<file path="src/rtl/dma_ace_pkg.sv">
package dma_ace_pkg;

   localparam int REG_W  = 8;
   localparam int WORD_W = 16;

   typedef enum logic [3:0] {
      RA_SEL    = 4'd0,
      RA_CFG    = 4'd1,
      RA_BASE_L = 4'd2,
      RA_BASE_H = 4'd3,
      RA_SIZE_L = 4'd4,
      RA_SIZE_H = 4'd5,
      RA_OFS_L  = 4'd6,
      RA_OFS_H  = 4'd7,
      RA_ENABLE = 4'd8
   } reg_addr_e;

   typedef struct packed {
      logic [1:0] spare_hi;
      logic [1:0] func;
      logic       spare_lo;
      logic       big_end;
      logic       ie_mid;
      logic       ie_full;
   } ch_cfg_t;

endpackage

</file>
<file path="src/rtl/dma_chan_regs.sv">
module dma_chan_regs
   import dma_ace_pkg::*;
#(
   parameter int ADDR_W = 16,
   parameter int SIZE_W = 16
) (
   input  logic                  clk,
   input  logic                  rst_n,
   input  logic                  sel_hit,
   input  logic                  wr_en,
   input  logic [3:0]            wr_addr,
   input  logic [REG_W-1:0]      wr_data,
   input  logic                  en_wr,
   input  logic                  en_val,
   input  logic                  step,
   output logic [ADDR_W-1:0]     base,
   output logic [SIZE_W-1:0]     size,
   output logic [SIZE_W-1:0]     ofs,
   output ch_cfg_t               cfg,
   output logic                  en,
   output logic                  flag_full,
   output logic                  flag_mid,
   output logic                  acc
);

   logic [SIZE_W-1:0] ofs_nx;
   logic [SIZE_W-1:0] half;
   logic              hit;

   assign acc    = step && en && (ofs != size);
   assign ofs_nx = ofs + 1'b1;
   assign half   = size >> 1;
   assign hit    = wr_en && sel_hit;

   always_ff @(posedge clk or negedge rst_n) begin
      if (!rst_n) begin
         base      <= '0;
         size      <= '0;
         ofs       <= '0;
         cfg       <= '0;
         en        <= 1'b0;
         flag_full <= 1'b0;
         flag_mid  <= 1'b0;
      end else begin
         if (acc) begin
            ofs <= ofs_nx;
            if (ofs_nx == size) begin
               flag_full <= 1'b1;
               en        <= 1'b0;
            end
            if ((size >= SIZE_W'(2)) && (ofs_nx == half))
               flag_mid <= 1'b1;
         end
         if (en_wr)
            en <= en_val;
         if (hit) begin
            case (reg_addr_e'(wr_addr))
               RA_CFG:    cfg <= ch_cfg_t'(wr_data);
               RA_BASE_L: base[7:0] <= wr_data;
               RA_BASE_H: base[ADDR_W-1:8] <= wr_data[ADDR_W-9:0];
               RA_SIZE_L: size[7:0] <= wr_data;
               RA_SIZE_H: size[SIZE_W-1:8] <= wr_data[SIZE_W-9:0];
               RA_OFS_L: begin
                  ofs[7:0]  <= wr_data;
                  flag_full <= 1'b0;
                  flag_mid  <= 1'b0;
               end
               RA_OFS_H: begin
                  ofs[SIZE_W-1:8] <= wr_data[SIZE_W-9:0];
                  flag_full       <= 1'b0;
                  flag_mid        <= 1'b0;
               end
               default: ;
            endcase
         end
      end
   end

endmodule

</file>
<file path="src/rtl/dma_out_mux.sv">
module dma_out_mux
   import dma_ace_pkg::*;
#(
   parameter int NUM_CH   = 4,
   parameter int ADDR_W   = 16,
   parameter int SIZE_W   = 16,
   parameter bit SWAP_OK  = 1'b1,
   localparam int CH_W    = $clog2(NUM_CH)
) (
   input  logic [NUM_CH-1:0][ADDR_W-1:0] base_a,
   input  logic [NUM_CH-1:0][SIZE_W-1:0] ofs_a,
   input  ch_cfg_t [NUM_CH-1:0]          cfg_a,
   input  logic [CH_W-1:0]               xfer_ch,
   input  logic [WORD_W-1:0]             data_in,
   output logic [ADDR_W-1:0]             mem_addr,
   output logic [WORD_W-1:0]             data_out,
   output logic [1:0]                    xfer_func
);

   ch_cfg_t cur_cfg;

   assign cur_cfg   = cfg_a[xfer_ch];
   assign mem_addr  = base_a[xfer_ch] + ADDR_W'(ofs_a[xfer_ch]);
   assign xfer_func = cur_cfg.func;

   generate
      if (SWAP_OK) begin : g_swap
         assign data_out = cur_cfg.big_end ? {data_in[7:0], data_in[15:8]} : data_in;
      end else begin : g_pass
         assign data_out = data_in;
      end
   endgenerate

endmodule

</file>
<file path="src/rtl/dma_addr_engine.sv">
module dma_addr_engine
   import dma_ace_pkg::*;
#(
   parameter int NUM_CH  = 4,
   parameter int ADDR_W  = 16,
   parameter int SIZE_W  = 16,
   parameter bit SWAP_OK = 1'b1,
   localparam int CH_W   = $clog2(NUM_CH)
) (
   input  logic              clk,
   input  logic              rst_n,
   input  logic              wr_en,
   input  logic [3:0]        wr_addr,
   input  logic [REG_W-1:0]  wr_data,
   input  logic              xfer_byte,
   input  logic [CH_W-1:0]   xfer_ch,
   input  logic [WORD_W-1:0] data_in,
   output logic [ADDR_W-1:0] mem_addr,
   output logic [WORD_W-1:0] data_out,
   output logic [1:0]        xfer_func,
   output logic [NUM_CH-1:0] ch_en,
   output logic [NUM_CH-1:0] irq_full,
   output logic [NUM_CH-1:0] irq_mid
);

   if (NUM_CH < 2 || NUM_CH > REG_W || (NUM_CH & (NUM_CH - 1)) != 0) begin : g_bad_ch
      $error("NUM_CH must be a power of two from 2 to 8");
   end
   if (ADDR_W < 9 || ADDR_W > 16) begin : g_bad_addr
      $error("ADDR_W must lie in 9..16");
   end
   if (SIZE_W < 9 || SIZE_W > 16) begin : g_bad_size
      $error("SIZE_W must lie in 9..16");
   end

   logic [CH_W-1:0]               sel_q;
   logic                          en_wr;
   logic [NUM_CH-1:0][ADDR_W-1:0] base_q;
   logic [NUM_CH-1:0][SIZE_W-1:0] size_q;
   logic [NUM_CH-1:0][SIZE_W-1:0] ofs_q;
   ch_cfg_t [NUM_CH-1:0]          cfg_q;
   logic [NUM_CH-1:0]             flag_full_v;
   logic [NUM_CH-1:0]             flag_mid_v;
   logic [NUM_CH-1:0]             acc_v;

   assign en_wr = wr_en && (wr_addr == RA_ENABLE);

   always_ff @(posedge clk or negedge rst_n) begin
      if (!rst_n)
         sel_q <= '0;
      else if (wr_en && (wr_addr == RA_SEL))
         sel_q <= wr_data[CH_W-1:0];
   end

   for (genvar c = 0; c < NUM_CH; c++) begin : g_ch
      dma_chan_regs #(
         .ADDR_W (ADDR_W),
         .SIZE_W (SIZE_W)
      ) u_ch (
         .clk       (clk),
         .rst_n     (rst_n),
         .sel_hit   (sel_q == CH_W'(c)),
         .wr_en     (wr_en),
         .wr_addr   (wr_addr),
         .wr_data   (wr_data),
         .en_wr     (en_wr),
         .en_val    (wr_data[c]),
         .step      (xfer_byte && (xfer_ch == CH_W'(c))),
         .base      (base_q[c]),
         .size      (size_q[c]),
         .ofs       (ofs_q[c]),
         .cfg       (cfg_q[c]),
         .en        (ch_en[c]),
         .flag_full (flag_full_v[c]),
         .flag_mid  (flag_mid_v[c]),
         .acc       (acc_v[c])
      );
      assign irq_full[c] = flag_full_v[c] & cfg_q[c].ie_full;
      assign irq_mid[c]  = flag_mid_v[c] & cfg_q[c].ie_mid;
   end

   dma_out_mux #(
      .NUM_CH  (NUM_CH),
      .ADDR_W  (ADDR_W),
      .SIZE_W  (SIZE_W),
      .SWAP_OK (SWAP_OK)
   ) u_mux (
      .base_a    (base_q),
      .ofs_a     (ofs_q),
      .cfg_a     (cfg_q),
      .xfer_ch   (xfer_ch),
      .data_in   (data_in),
      .mem_addr  (mem_addr),
      .data_out  (data_out),
      .xfer_func (xfer_func)
   );

endmodule

</file>
<file path="config.mk">
export PLATFORM = sky130hd
export DESIGN_NAME = dma_addr_engine
export DESIGN_NICKNAME = d
export VERILOG_FILES = /design/src/rtl/dma_ace_pkg.sv /design/src/rtl/dma_chan_regs.sv /design/src/rtl/dma_out_mux.sv /design/src/rtl/dma_addr_engine.sv
export SDC_FILE = /design/constraint.sdc
export NUM_CORES = 1
export LEC_CHECK = 0
export BUFFER_PORTS_ARGS = -buffer_cell sky130_fd_sc_hd__buf_4
export CELL_PAD_IN_SITES_DETAIL_PLACEMENT = 1
export CELL_PAD_IN_SITES_GLOBAL_PLACEMENT = 1
export CORE_MARGIN = 5
export CORE_UTILIZATION = 30
export DETAILED_ROUTE_END_ITERATION = 10
export PLACE_DENSITY_LB_ADDON = 0.1
export SETUP_SLACK_MARGIN = 0.5
export SLEW_MARGIN = 20
export SYNTH_ARGS = -nofsm -noshare
export SYNTH_HDL_FRONTEND = slang
export SYNTH_SLANG_ARGS = --single-unit
</file>
<file path="constraint.sdc">
create_clock -name clk -period 7.77 [get_ports clk]
set_clock_uncertainty 0.1 [all_clocks]
set_input_delay 1.1655 -clock clk [delete_from_list [all_inputs] [get_ports clk]]
set_output_delay 1.1655 -clock clk [all_outputs]
set_load 0.1 [all_outputs]
</file>
==> impl_summary.txt, run 1 <==
----------------------------------------------------
[Power]
  Clock network fraction of design power ... 23.8%
  Internal Dissipation ... 3.12 mW
  Largest vdd supply drop ... 310 µV
  Fraction of power spent switching nets ... 44.5%
  Static Leakage ... 6.95 nW
  Switching component of the power ... 2.50 mW
  Total power consumption of the routed design ... between 5 and 6 mW
  Sequential power share ... about a third
  Power per standard cell area ... 329 mW/mm²
  Combinational fraction of design power ... 41.8%

[Floorplanning]
  X dimension of the die ... 235 µm
  Full die area ... 0.0554 mm²
  Y dimension of the die ... roughly 240 µm
  Placement Rows ... 82
  Initial core utilization ... between 30% and 40%
  I/O pin count ... 80
  Core outline area ... 0.0502 mm²

[Synth]
  Flop and latch count out of synthesis ... 226
  Ys Warns ... 0
  Number of synthesized flops with an enable pin ... 0
  Portion of the post-synthesis area used by sequential elements ... 37.1%
  Leading post-synthesis cells by cell area ... sky130_fd_sc_hd__dfrtp_1 (37%), sky130_fd_sc_hd__mux2_2 (12%), sky130_fd_sc_hd__xnor2_1 (11%)
  Flip-flop cell with the highest count after synthesis ... sky130_fd_sc_hd__dfrtp_1
  Area of the mapped netlist ... 0.0152 mm²
  Async SR Flop Fraction ... 100%
  Number of instances in the synthesized netlist ... roughly 1,500
  Nets in the synthesized netlist ... 1,565
  Top cell type's share of synthesized area ... 37.1%
  Syn avg cell area ... 10.1 µm²
  Dominant cell type by area after synthesis ... sky130_fd_sc_hd__dfrtp_1
  Distinct cells, synth ... between 70 and 80

[Clock tree]
  Max Root-Sink Buffers ... 3
  Maximum level of the CTS H-tree ... 1
  Root buf cell ... sky130_fd_sc_hd__clkbuf_16
  Clock Sinks ... 226
  Number of buffers created by CTS ... 29
  Post-cts repair resize count ... 0
  Post CTS Setup Buffer Count ... 0
  Clock slew at reported path FFs ... ~0.06 ns
  Post-CTS Hold Fix Bufs ... 0
  Clock latency of the later-clocked register in the worst-skew pair ... 0.57 ns
  TritonCTS clock tree ... built

[Detailed routing]
  Drt total wl ... 55.4 mm
  Via count ... 11,503
  Routed length on met3 ... between 2 and 2.5 mm
  Length of routed met2 wiring ... 25.1 mm
  Post-detailed-route wirelength per cell ... approximately 25 µm
  Residual DRC ... 0
  Max layer used ... met4
  Vias per cell ... 5.26
  Total routed wire length on the met1 layer ... 27.0 mm
  First-pass DRT Iterations ... 4
  Final antenna-violating net count ... 0
  Detailed router's first-iteration violation count ... approximately 720

[Placed design]
  Routability congestion estimate ... between 0.8 and 0.9
  Count of buffers inserted at the top-level ports ... between 70 and 80
  Worst slack at placement ... 1.74 ns
  Count of placed standard cells including taps ... 2,136
  Hpwl dp ... 38.4 mm
  Cell Area, Placed ... 0.0162 mm²

[Timing]
  Final worst hold slack ... 0.394 ns
  Total count of hold-check failures in the final report ... 0
  Setup repair after global routing missed its margin ... false
  Slew headroom ... 30.6%
  Transition time at the pin with the least slew margin ... 1.04 ns
  Max Clock Freq ... approximately 160 MHz
  Final Critical Period ... 6.07 ns
  Post-route worst setup slack ... 1.70 ns
  Final number of setup-violating endpoints ... 0
  Fraction of the cycle the final worst path needs ... 78.1%
  Summed negative setup slack over all endpoints ... 0 ns
  Final Slew Violations ... 0

[Cells and area]
  Most common library cell in the layout ignoring fill and taps ... sky130_fd_sc_hd__dfrtp_1
  Fraction of layout cells with a size suffix above 1 ... 22.6%
  Cell area after layout ... 0.0171 mm²
  Final standard cell utilization of the core ... between 30% and 40%
  Most used cells in the layout excluding fill and tap cells ... sky130_fd_sc_hd__dfrtp_1 (226), sky130_fd_sc_hd__xnor2_1 (200), sky130_fd_sc_hd__mux2_2 (166)
  Area used by sequential logic in the layout ... 0.00566 mm²
  Final Net Count ... 1,549
  Fillers ... 5,601
  Final cell count without fillers ... 2,188
  Area of the multi-input gates ... 0.00894 mm²
  Synth-to-Final Area Change ... 12.2%

[Critical path]
  Data arrival time of the worst path ... 4.81 ns
  FF-to-FF Start ... g_ch[2].u_ch.ofs[0]$_DFF_PN0_
  Cell class contributing the biggest share of worst-path delay ... compound AO/OA/AOI/OAI gates
  Critical Path Source Type ... primary input
  Number of buffers and inverters on the critical path ... 2
  Worst reg-to-reg setup slack ... 4.11 ns
  CP max stage cell ... sky130_fd_sc_hd__mux4_2
  Endpoint of the worst register-to-register path ... g_ch[2].u_ch.en$_DFFE_PN0P_
  Critical Path End Type ... output port
  End of the critical path ... mem_addr[15]
  Startpoint-to-endpoint class of the critical path ... in2out
  Maximum cell stage delay along the critical path ... ~0.62 ns
  Crit path required time ... 6.50 ns
  Maximum fanout encountered on the critical timing path ... 38
  Critical path depth in cells ... 11
  Crit-path cells ... buf_4 -> mux4_2 -> ha_1 -> a211oi_1 -> o21ai_0 -> a31oi_1 -> a21oi_1 -> a211oi_1 -> o21bai_1 -> xnor2_1 -> buf_4
  First element of the critical path ... xfer_ch[0]
  Number of cells traversed by the worst register-to-register path ... 8

[Global route]
  Initial antenna violation count ... 7
  Grt ovf ... 0
  GR Util All Layers ... 19.6%
  First-pass GRT wire length ... 84.2 mm
  Vias in the first global route ... 12,425
  Largest net degree at the start of global routing ... 154

[Min path]
  Worst Hold Class ... reg2reg

[Outcome]
  Result of the run ... completed

[Job]
  Number of max-cap violations ... 0

----------------------------------------------------
-- worst min path at each step --
| stage | cells after the start | from | to | slack [ns] |
|---|---|---|---|---|
| after floorplan | 2 | g_ch[2].u_ch.flag_mid$_DFF_PN0_ | g_ch[2].u_ch.flag_mid$_DFF_PN0_ | 0.34 |
| after global placement | 1 | g_ch[2].u_ch.flag_full$_DFF_PN0_ | g_ch[2].u_ch.flag_full$_DFF_PN0_ | 0.38 |
| after detailed placement | 1 | g_ch[2].u_ch.flag_full$_DFF_PN0_ | g_ch[2].u_ch.flag_full$_DFF_PN0_ | 0.38 |
| after CTS | 1 | g_ch[2].u_ch.flag_full$_DFF_PN0_ | g_ch[2].u_ch.flag_full$_DFF_PN0_ | 0.40 |
| after global routing | 1 | g_ch[1].u_ch.base[4]$_DFFE_PN0P_ | g_ch[1].u_ch.base[4]$_DFFE_PN0P_ | 0.41 |
| final | 1 | g_ch[2].u_ch.flag_full$_DFF_PN0_ | g_ch[2].u_ch.flag_full$_DFF_PN0_ | 0.39 |
-- cells by family after synthesis --
| logic type | after synthesis | synth area share, % |
|---|---|---|
| adders and majority gates | 20 | 1.69 |
| DFF | 226 | 37.1 |
| buffers and inverters | 155 | 4.32 |
| AOI/OAI and AO/OA | 167 | 6.85 |
| xor gates and xnor gates | 291 | 17.4 |
| and+or+nand+nor | 441 | 14.6 |
| muxes | 211 | 18.1 |
-- Yosys cell counts, types with 34 or more instances --
master	n
sky130_fd_sc_hd__xor2_1	84
sky130_fd_sc_hd__buf_2	45
sky130_fd_sc_hd__nor3_1	41
sky130_fd_sc_hd__xnor2_1	200
sky130_fd_sc_hd__nand2_1	110
sky130_fd_sc_hd__clkbuf_1	67
sky130_fd_sc_hd__o21ai_1	34
sky130_fd_sc_hd__a21oi_1	53
sky130_fd_sc_hd__nor2_1	105
sky130_fd_sc_hd__dfrtp_1	226
sky130_fd_sc_hd__mux4_2	35
sky130_fd_sc_hd__mux2_2	166
-- metal layers --
layer / track usage, % / vias up
met4: 4.45 / 0
met2: 31.6 / 213
met1: 28.5 / 5962
li1: - / 5267
met5: 0 / -
met3: 2.39 / 61
-- sequential cells by signal (all words and copies together) (netlist names) --
name                 flops
sel_q                    2
g_ch.u_ch.ofs           64
g_ch.u_ch.flag_full      4
g_ch.u_ch.base          64
g_ch.u_ch.cfg           20
g_ch.u_ch.size          64
g_ch.u_ch.en             4
g_ch.u_ch.flag_mid       4
-- power groups by stage --
stage               Combinational [mW]  Clock, mW  Sequential [mW]
global route                      2.53       1.42             1.97
global placement                  2.34          0             1.95
finish                            2.35       1.34             1.94
floorplan                         2.07          0             1.56
detailed placement                2.36          0             1.96
CTS                               2.37       1.38             1.94
-- worst reg2reg max path, cell delays in order (launching register included) --
cell	delay [ns]
sky130_fd_sc_hd__dfrtp_1	0.61
sky130_fd_sc_hd__ha_1	0.41
sky130_fd_sc_hd__nand3_2	0.27
sky130_fd_sc_hd__nor4_2	0.78
sky130_fd_sc_hd__and3_1	0.39
sky130_fd_sc_hd__o311ai_1	0.12
sky130_fd_sc_hd__nor4_1	0.37
sky130_fd_sc_hd__and4b_1	0.38
sky130_fd_sc_hd__o31ai_1	0.11
-- final cells by class --
type,count,area share [%]
Antenna cell,1,0.0146
Clock buffer,39,4.70
Clock inverter,12,0.702
Inverter,24,0.527
Multi-Input combinational cell,1130,52.3
Sequential cell,226,33.1
Tap cell,672,4.92
Timing Repair Buffer,84,3.80
No activity file was read; power rests on OpenSTA's default activity.
==> inputs of run 2 (changes only) <==
--- a/config.mk
+++ b/config.mk
@@ -5,6 +5,7 @@
 export SDC_FILE = /design/constraint.sdc
 export NUM_CORES = 1
 export LEC_CHECK = 0
+export ABC_AREA = 1
 export BUFFER_PORTS_ARGS = -buffer_cell sky130_fd_sc_hd__buf_4
 export CELL_PAD_IN_SITES_DETAIL_PLACEMENT = 1
 export CELL_PAD_IN_SITES_GLOBAL_PLACEMENT = 1
==> constraint.sdc (replaced) <==
create_clock -name clk -period 6.1 [get_ports clk]
set_clock_uncertainty 0.1 [all_clocks]
set_input_delay 0.915 -clock clk [delete_from_list [all_inputs] [get_ports clk]]
set_output_delay 0.915 -clock clk [all_outputs]
set_load 0.1 [all_outputs]
==> impl_summary.txt, run 2 <==
----------------------------------------------------
[Outcome]
  Result of the run ... completed

[Timing]
  Final worst hold slack ... 0.195 ns
  Fraction of the cycle the final worst path needs ... a little under nine tenths
  Post-route worst setup slack ... 0.849 ns
  Slew headroom ... roughly a third
  Final Slew Violations ... 0
  Setup repair after global routing missed its margin ... false
  Final Critical Period ... 5.25 ns
  Total count of hold-check failures in the final report ... 0
  Transition time at the pin with the least slew margin ... ~0.97 ns
  Final number of setup-violating endpoints ... 0
  Summed negative setup slack over all endpoints ... 0 ns
  Max Clock Freq ... 190 MHz

[Job]
  Number of max-cap violations ... 0

[Critical path]
  FF-to-FF Start ... g_ch[3].u_ch.ofs[0]$_DFF_PN0_
  Critical Path Source Type ... primary input
  Startpoint-to-endpoint class of the critical path ... in2out
  First element of the critical path ... xfer_ch[0]
  Number of cells traversed by the worst register-to-register path ... 14
  Critical Path End Type ... output port
  Data arrival time of the worst path ... 4.24 ns
  Crit path required time ... 5.08 ns
  Maximum fanout encountered on the critical timing path ... 21

[Detailed routing]
  Via count ... 16,105
  First-pass DRT Iterations ... 5
  Post-detailed-route wirelength per cell ... 21.9 µm
  Vias per cell ... approximately 5.2
  Drt total wl ... 67.3 mm
  Detailed router's first-iteration violation count ... 1,169
  Residual DRC ... 0
  Final antenna-violating net count ... 0

[Synth]
  Leading post-synthesis cells by cell area ... sky130_fd_sc_hd__dfrtp_1 (36%), sky130_fd_sc_hd__nand2_1 (19%), sky130_fd_sc_hd__o21ai_0 (7.3%)
  Nets in the synthesized netlist ... about 2,400
  Most common library cells after synthesis ... sky130_fd_sc_hd__nand2_1 (781), sky130_fd_sc_hd__o21ai_0 (229), sky130_fd_sc_hd__dfrtp_1 (226)
  Number of instances in the synthesized netlist ... 2,337
  Area of the mapped netlist ... approximately 0.016 mm²
  Flip-flop cell with the highest count after synthesis ... sky130_fd_sc_hd__dfrtp_1
  Syn avg cell area ... 6.72 µm²
  Dominant cell type by area after synthesis ... sky130_fd_sc_hd__dfrtp_1
  Top cell type's share of synthesized area ... between 30% and 40%
  Async SR Flop Fraction ... 100%
  Ys Warns ... 0
  Most numerous cell in the Yosys netlist ... sky130_fd_sc_hd__nand2_1
  Distinct cells, synth ... 48
  Flop and latch count out of synthesis ... 226
  Portion of the post-synthesis area used by sequential elements ... a little over a third
  Number of synthesized flops with an enable pin ... 0

[Clock tree]
  Number of buffers created by CTS ... 31
  Clock Sinks ... 226
  Clock latency of the later-clocked register in the worst-skew pair ... between 0.6 and 0.7 ns
  Maximum level of the CTS H-tree ... 1
  TritonCTS clock tree ... built
  Clock slew at reported path FFs ... 0.05 ns
  Max Root-Sink Buffers ... 3
  Post-CTS Hold Fix Bufs ... 0
  Root buf cell ... sky130_fd_sc_hd__clkbuf_16

[Power]
  Largest vdd supply drop ... around 410 µV
  Static Leakage ... 8.85 nW
  Total power consumption of the routed design ... 8.82 mW
  Power per standard cell area ... 491 mW/mm²

[Placed design]
  Routability congestion estimate ... 0.928
  Count of buffers inserted at the top-level ports ... around 80
  Worst slack at placement ... around 0.52 ns
  Hpwl dp ... 49.9 mm

[Floorplanning]
  I/O pin count ... 80
  Initial core utilization ... 30.4%
  X dimension of the die ... about 240 µm
  Y dimension of the die ... between 200 and 250 µm
  Placement Rows ... 83
  Full die area ... 0.0570 mm²
  Core outline area ... 0.0516 mm²

[Cells and area]
  Most used cells in the layout excluding fill and tap cells ... sky130_fd_sc_hd__nand2_1 (780), sky130_fd_sc_hd__o21ai_0 (229), sky130_fd_sc_hd__dfrtp_1 (226)
  Number of inserted diodes ... 0
  Final Net Count ... around 2,400
  Final standard cell utilization of the core ... roughly a third
  Biggest registers after layout ... g_ch.u_ch.base (64), g_ch.u_ch.ofs (64), g_ch.u_ch.size (64)
  Fraction of layout cells with a size suffix above 1 ... 9.90%
  Most common library cell in the layout ignoring fill and taps ... sky130_fd_sc_hd__nand2_1
  Synth-to-Final Area Change ... 14.4%

[Global route]
  First-pass GRT wire length ... between 100 and 150 mm
  Vias in the first global route ... 16,391
  Grt ovf ... 0
  Initial antenna violation count ... 2
  Largest net degree at the start of global routing ... 120
  GR Util All Layers ... 23.1%

[Min path]
  Worst Hold Class ... in2async

----------------------------------------------------
## run 2: cell families after synthesis
logic type                 count (synthesis)  share of synthesized area, %
and+or+nand+nor                         1251                          33.5
AOI/OAI and AO/OA                        437                          15.9
adders and majority gates                 20                          1.64
buffers and inverters                    336                          8.59
DFF                                      226                          36.0
xor gates and xnor gates                  67                          4.35
## run 2: cell type report
cell class / instances / area [µm²]
multi-input cells: 1775 / 8730
fillers: 6521 / 33600
well taps: 680 / 851
flip-flops and latches: 226 / 5660
clock inverters: 14 / 219
inverters: 245 / 928
repair buffers: 91 / 703
clock buffers: 43 / 881
repair inverters: 1 / 5.00
## run 2: timing repair
item,4_1_cts,5_1_grt
endpoints found under the setup margin,0,4
setup buffers,0,3
resized for setup,0,4
## run 2: per-layer routing
layer  share of wire [%]  routed length, µm  track usage, %
met2                  46              30900            37.9
met4                 2.8               1870            5.48
met5                   0                  0               0
met1                  48              32100            33.0
met3                 3.6               2410            2.35
## run 2: final timing paths
path,endpoint,slack [ns]
max,mem_addr[13],0.85
max in group asynchronous,g_ch[0].u_ch.base[9]$_DFFE_PN0P_,4.58
min,g_ch[0].u_ch.size[10]$_DFFE_PN0P_,0.19
min in group clk,g_ch[0].u_ch.base[3]$_DFFE_PN0P_,0.39
min reg2reg,g_ch[0].u_ch.base[3]$_DFFE_PN0P_,0.39
max reg2reg,g_ch[3].u_ch.en$_DFFE_PN0P_,3.06
## run 2: worst max-delay path: stages
cell and delay, ns:
sky130_fd_sc_hd__buf_4 0.13, sky130_fd_sc_hd__nor2_2 0.58, sky130_fd_sc_hd__buf_4 0.43, sky130_fd_sc_hd__a22oi_1 0.15, sky130_fd_sc_hd__o221ai_1 0.13, sky130_fd_sc_hd__ha_1 0.35, sky130_fd_sc_hd__a21oi_1 0.23, sky130_fd_sc_hd__nor2_1 0.08
sky130_fd_sc_hd__a211oi_1 0.23, sky130_fd_sc_hd__nand3_1 0.25, sky130_fd_sc_hd__a31oi_1 0.24, sky130_fd_sc_hd__xor2_1 0.18, sky130_fd_sc_hd__buf_4 0.31
## run 2: metrics by stage
stage          cells  instance area (µm²)
3_5_place_dp    3014                16800
6_report        3075                18000
4_1_cts         3071                17900
3_3_place_gp    3014                16800
2_1_floorplan   2337                15700
5_1_grt         3075                18000
## run 2: report_power, final
part	internal (mW)	total [mW]	switching (mW)
sequential	1.85	2.58	0.731
clock	1.22	1.98	0.761
combinational	1.27	4.25	2.98
==> inputs of run 3 (changes only) <==
--- a/config.mk
+++ b/config.mk
@@ -10,7 +10,7 @@
 export CELL_PAD_IN_SITES_DETAIL_PLACEMENT = 1
 export CELL_PAD_IN_SITES_GLOBAL_PLACEMENT = 1
 export CORE_MARGIN = 5
-export CORE_UTILIZATION = 30
+export CORE_UTILIZATION = 45
 export DETAILED_ROUTE_END_ITERATION = 10
 export PLACE_DENSITY_LB_ADDON = 0.1
 export SETUP_SLACK_MARGIN = 0.5
==> impl_summary.txt, run 3 (synthesized netlist as in run 2, its figures left out) <==
----------------------------------------------------
[Critical path]
  Data arrival time of the worst path ... 4.16 ns
  Worst reg-to-reg setup slack ... 3.10 ns
  FF-to-FF Start ... g_ch[3].u_ch.ofs[0]$_DFF_PN0_
  Crit path required time ... 5.08 ns
  Crit-path cells ... buf_4 -> inv_1 -> nand2_1 -> clkinv_1 -> buf_4 -> a22oi_1 -> o221ai_1 -> ha_1 -> nand2_1 -> o21ai_0 -> nand3_1 -> nand2_1 -> a21o_1 -> a31oi_1 -> xor2_1 -> buf_4
  CP max stage cell ... sky130_fd_sc_hd__ha_1
  Critical path depth in cells ... 16
  Number of cells traversed by the worst register-to-register path ... 13
  Cell class contributing the biggest share of worst-path delay ... buffers and inverters
  Endpoint of the worst register-to-register path ... g_ch[3].u_ch.flag_full$_DFF_PN0_
  Number of buffers and inverters on the critical path ... 5
  Maximum fanout encountered on the critical timing path ... 23
  Maximum cell stage delay along the critical path ... 0.39 ns
  Critical Path End Type ... output port
  Startpoint-to-endpoint class of the critical path ... in2out
  Critical Path Source Type ... primary input

[Outcome]
  Result of the run ... completed

[Clock tree]
  Post-CTS Hold Fix Bufs ... 0
  Max Root-Sink Buffers ... 3
  Clock Sinks ... around 230
  Root buf cell ... sky130_fd_sc_hd__clkbuf_16
  Post-cts repair resize count ... 0
  Number of buffers created by CTS ... 27
  Clock slew at reported path FFs ... about 0.050 ns
  TritonCTS clock tree ... built
  Maximum level of the CTS H-tree ... 1
  Post CTS Setup Buffer Count ... 0
  Clock latency of the later-clocked register in the worst-skew pair ... approximately 0.57 ns

[Cells and area]
  Synth-to-Final Area Change ... 11.5%
  Biggest registers after layout ... g_ch.u_ch.base (64), g_ch.u_ch.ofs (64), g_ch.u_ch.size (64)
  Cell area after layout ... around 0.018 mm²
  Most used cells in the layout excluding fill and tap cells ... sky130_fd_sc_hd__nand2_1 (781), sky130_fd_sc_hd__o21ai_0 (229), sky130_fd_sc_hd__dfrtp_1 (226)
  Most common library cell in the layout ignoring fill and taps ... sky130_fd_sc_hd__nand2_1
  Fraction of layout cells with a size suffix above 1 ... 9.33%
  Final Net Count ... between 2,000 and 2,500

[Global route]
  Vias in the first global route ... around 17,000
  First-pass GRT wire length ... between 90 and 100 mm
  Grt ovf ... 0
  Largest net degree at the start of global routing ... roughly 120
  Initial antenna violation count ... 0
  GR Util All Layers ... a little under a third

[Timing]
  Summed negative setup slack over all endpoints ... 0 ns
  Transition time at the pin with the least slew margin ... 1.01 ns
  Final Critical Period ... 5.18 ns
  Final worst hold slack ... about 0.36 ns
  Final number of setup-violating endpoints ... 0
  Fraction of the cycle the final worst path needs ... between 80% and 90%
  Total count of hold-check failures in the final report ... 0
  Setup repair after global routing missed its margin ... false
  Slew headroom ... 32.4%
  Max Clock Freq ... 193 MHz
  Final Slew Violations ... 0

[Detailed routing]
  Post-detailed-route wirelength per cell ... 22.1 µm
  Via count ... approximately 16,000
  Residual DRC ... 0
  Final antenna-violating net count ... 0
  Vias per cell ... 5.78
  Detailed router's first-iteration violation count ... ~1,100
  Drt total wl ... 63.0 mm
  First-pass DRT Iterations ... 5

[Floorplanning]
  Core outline area ... approximately 0.035 mm²
  Y dimension of the die ... 197 µm
  I/O pin count ... 80
  Placement Rows ... between 60 and 70
  X dimension of the die ... 197 µm
  Initial core utilization ... 45.5%
  Full die area ... 0.0387 mm²

[Placed design]
  Count of buffers inserted at the top-level ports ... 79
  Cell Area, Placed ... around 0.017 mm²
  Hpwl dp ... 46.9 mm
  Routability congestion estimate ... 0.964

[Job]
  Number of max-cap violations ... 0

[Power]
  Largest vdd supply drop ... 426 µV
  Static Leakage ... just under 9 nW
  Power per standard cell area ... 487 mW/mm²

[Min path]
  Worst Hold Class ... in2async

----------------------------------------------------
[run 3: cell count changes in the layout (fill, tap and decap cells not counted), moves of 2 or more]
cell	change
sky130_fd_sc_hd__inv_1	+4
sky130_fd_sc_hd__inv_6	+2
sky130_fd_sc_hd__clkinv_2	-3
sky130_fd_sc_hd__clkinv_1	+2
sky130_fd_sc_hd__clkinvlp_4	-2
sky130_fd_sc_hd__bufinv_16	-2
sky130_fd_sc_hd__clkbuf_16	-4
sky130_fd_sc_hd__buf_4	+4
sky130_fd_sc_hd__inv_2	-4
sky130_fd_sc_hd__diode_2	+2
[run 3: worst max-delay path by stage]
stage	startpoint	slack (ns)	to
finish	xfer_ch[1]	0.92	mem_addr[12]
global placement	xfer_ch[1]	1.01	mem_addr[9]
detailed placement	xfer_ch[1]	0.99	mem_addr[9]
CTS	xfer_ch[1]	0.98	mem_addr[12]
global route	xfer_ch[1]	0.71	mem_addr[12]
floorplan	xfer_ch[0]	0.59	mem_addr[12]
[run 3: power breakdown]
group / total, mW / switching (mW) / internal [mW]
clock network: 1.69 / 0.687 / 1.01
logic: 4.26 / 2.99 / 1.27
registers: 2.57 / 0.722 / 1.85
[run 3: final cells by class]
type                    instances  area, µm²
multi-input cells            1775       8710
well taps                     455        569
clock buffers                  38        767
flip-flops and latches        226       5660
clock inverters                11        150
fillers                      4596      17000
diodes                          2       5.00
inverters                     245        921
repair buffers                 95        733
[run 3: routing by layer]
metal | GRT usage [%] | vias to the layer above | routed length [µm]
met5 | 0 | - | 0
met4 | 11.0 | 0 | 2270
met3 | 4.63 | 118 | 4190
met2 | 51.5 | 506 | 28900
met1 | 44.3 | 8146 | 27600
li1 | - | 7677 | -
[run 3: worst register-to-register path, stage by stage, from the launching register on]
cell	delay, ns
sky130_fd_sc_hd__dfrtp_1	0.54
sky130_fd_sc_hd__inv_1	0.23
sky130_fd_sc_hd__nand2_1	0.10
sky130_fd_sc_hd__nand2_1	0.06
sky130_fd_sc_hd__nor2_1	0.17
sky130_fd_sc_hd__nand2_1	0.12
sky130_fd_sc_hd__nor2_1	0.10
sky130_fd_sc_hd__nand2_1	0.08
sky130_fd_sc_hd__nand2_2	0.37
sky130_fd_sc_hd__inv_2	0.30
sky130_fd_sc_hd__nand3_1	0.22
sky130_fd_sc_hd__nor2_1	0.06
sky130_fd_sc_hd__nand2_1	0.27
sky130_fd_sc_hd__a21oi_1	0.13
[run 3: stage by stage]
step	instances	util, %	setup slack [ns]	total power, mW
floorplan	2337	-	0.588	5.52
detailed placement	2796	48.0	0.992	6.78
global placement	2796	48.0	1.01	6.65
CTS	2845	50.7	0.977	8.49
global route	2845	50.7	0.707	9.07
finish	2847	50.7	0.920	8.53
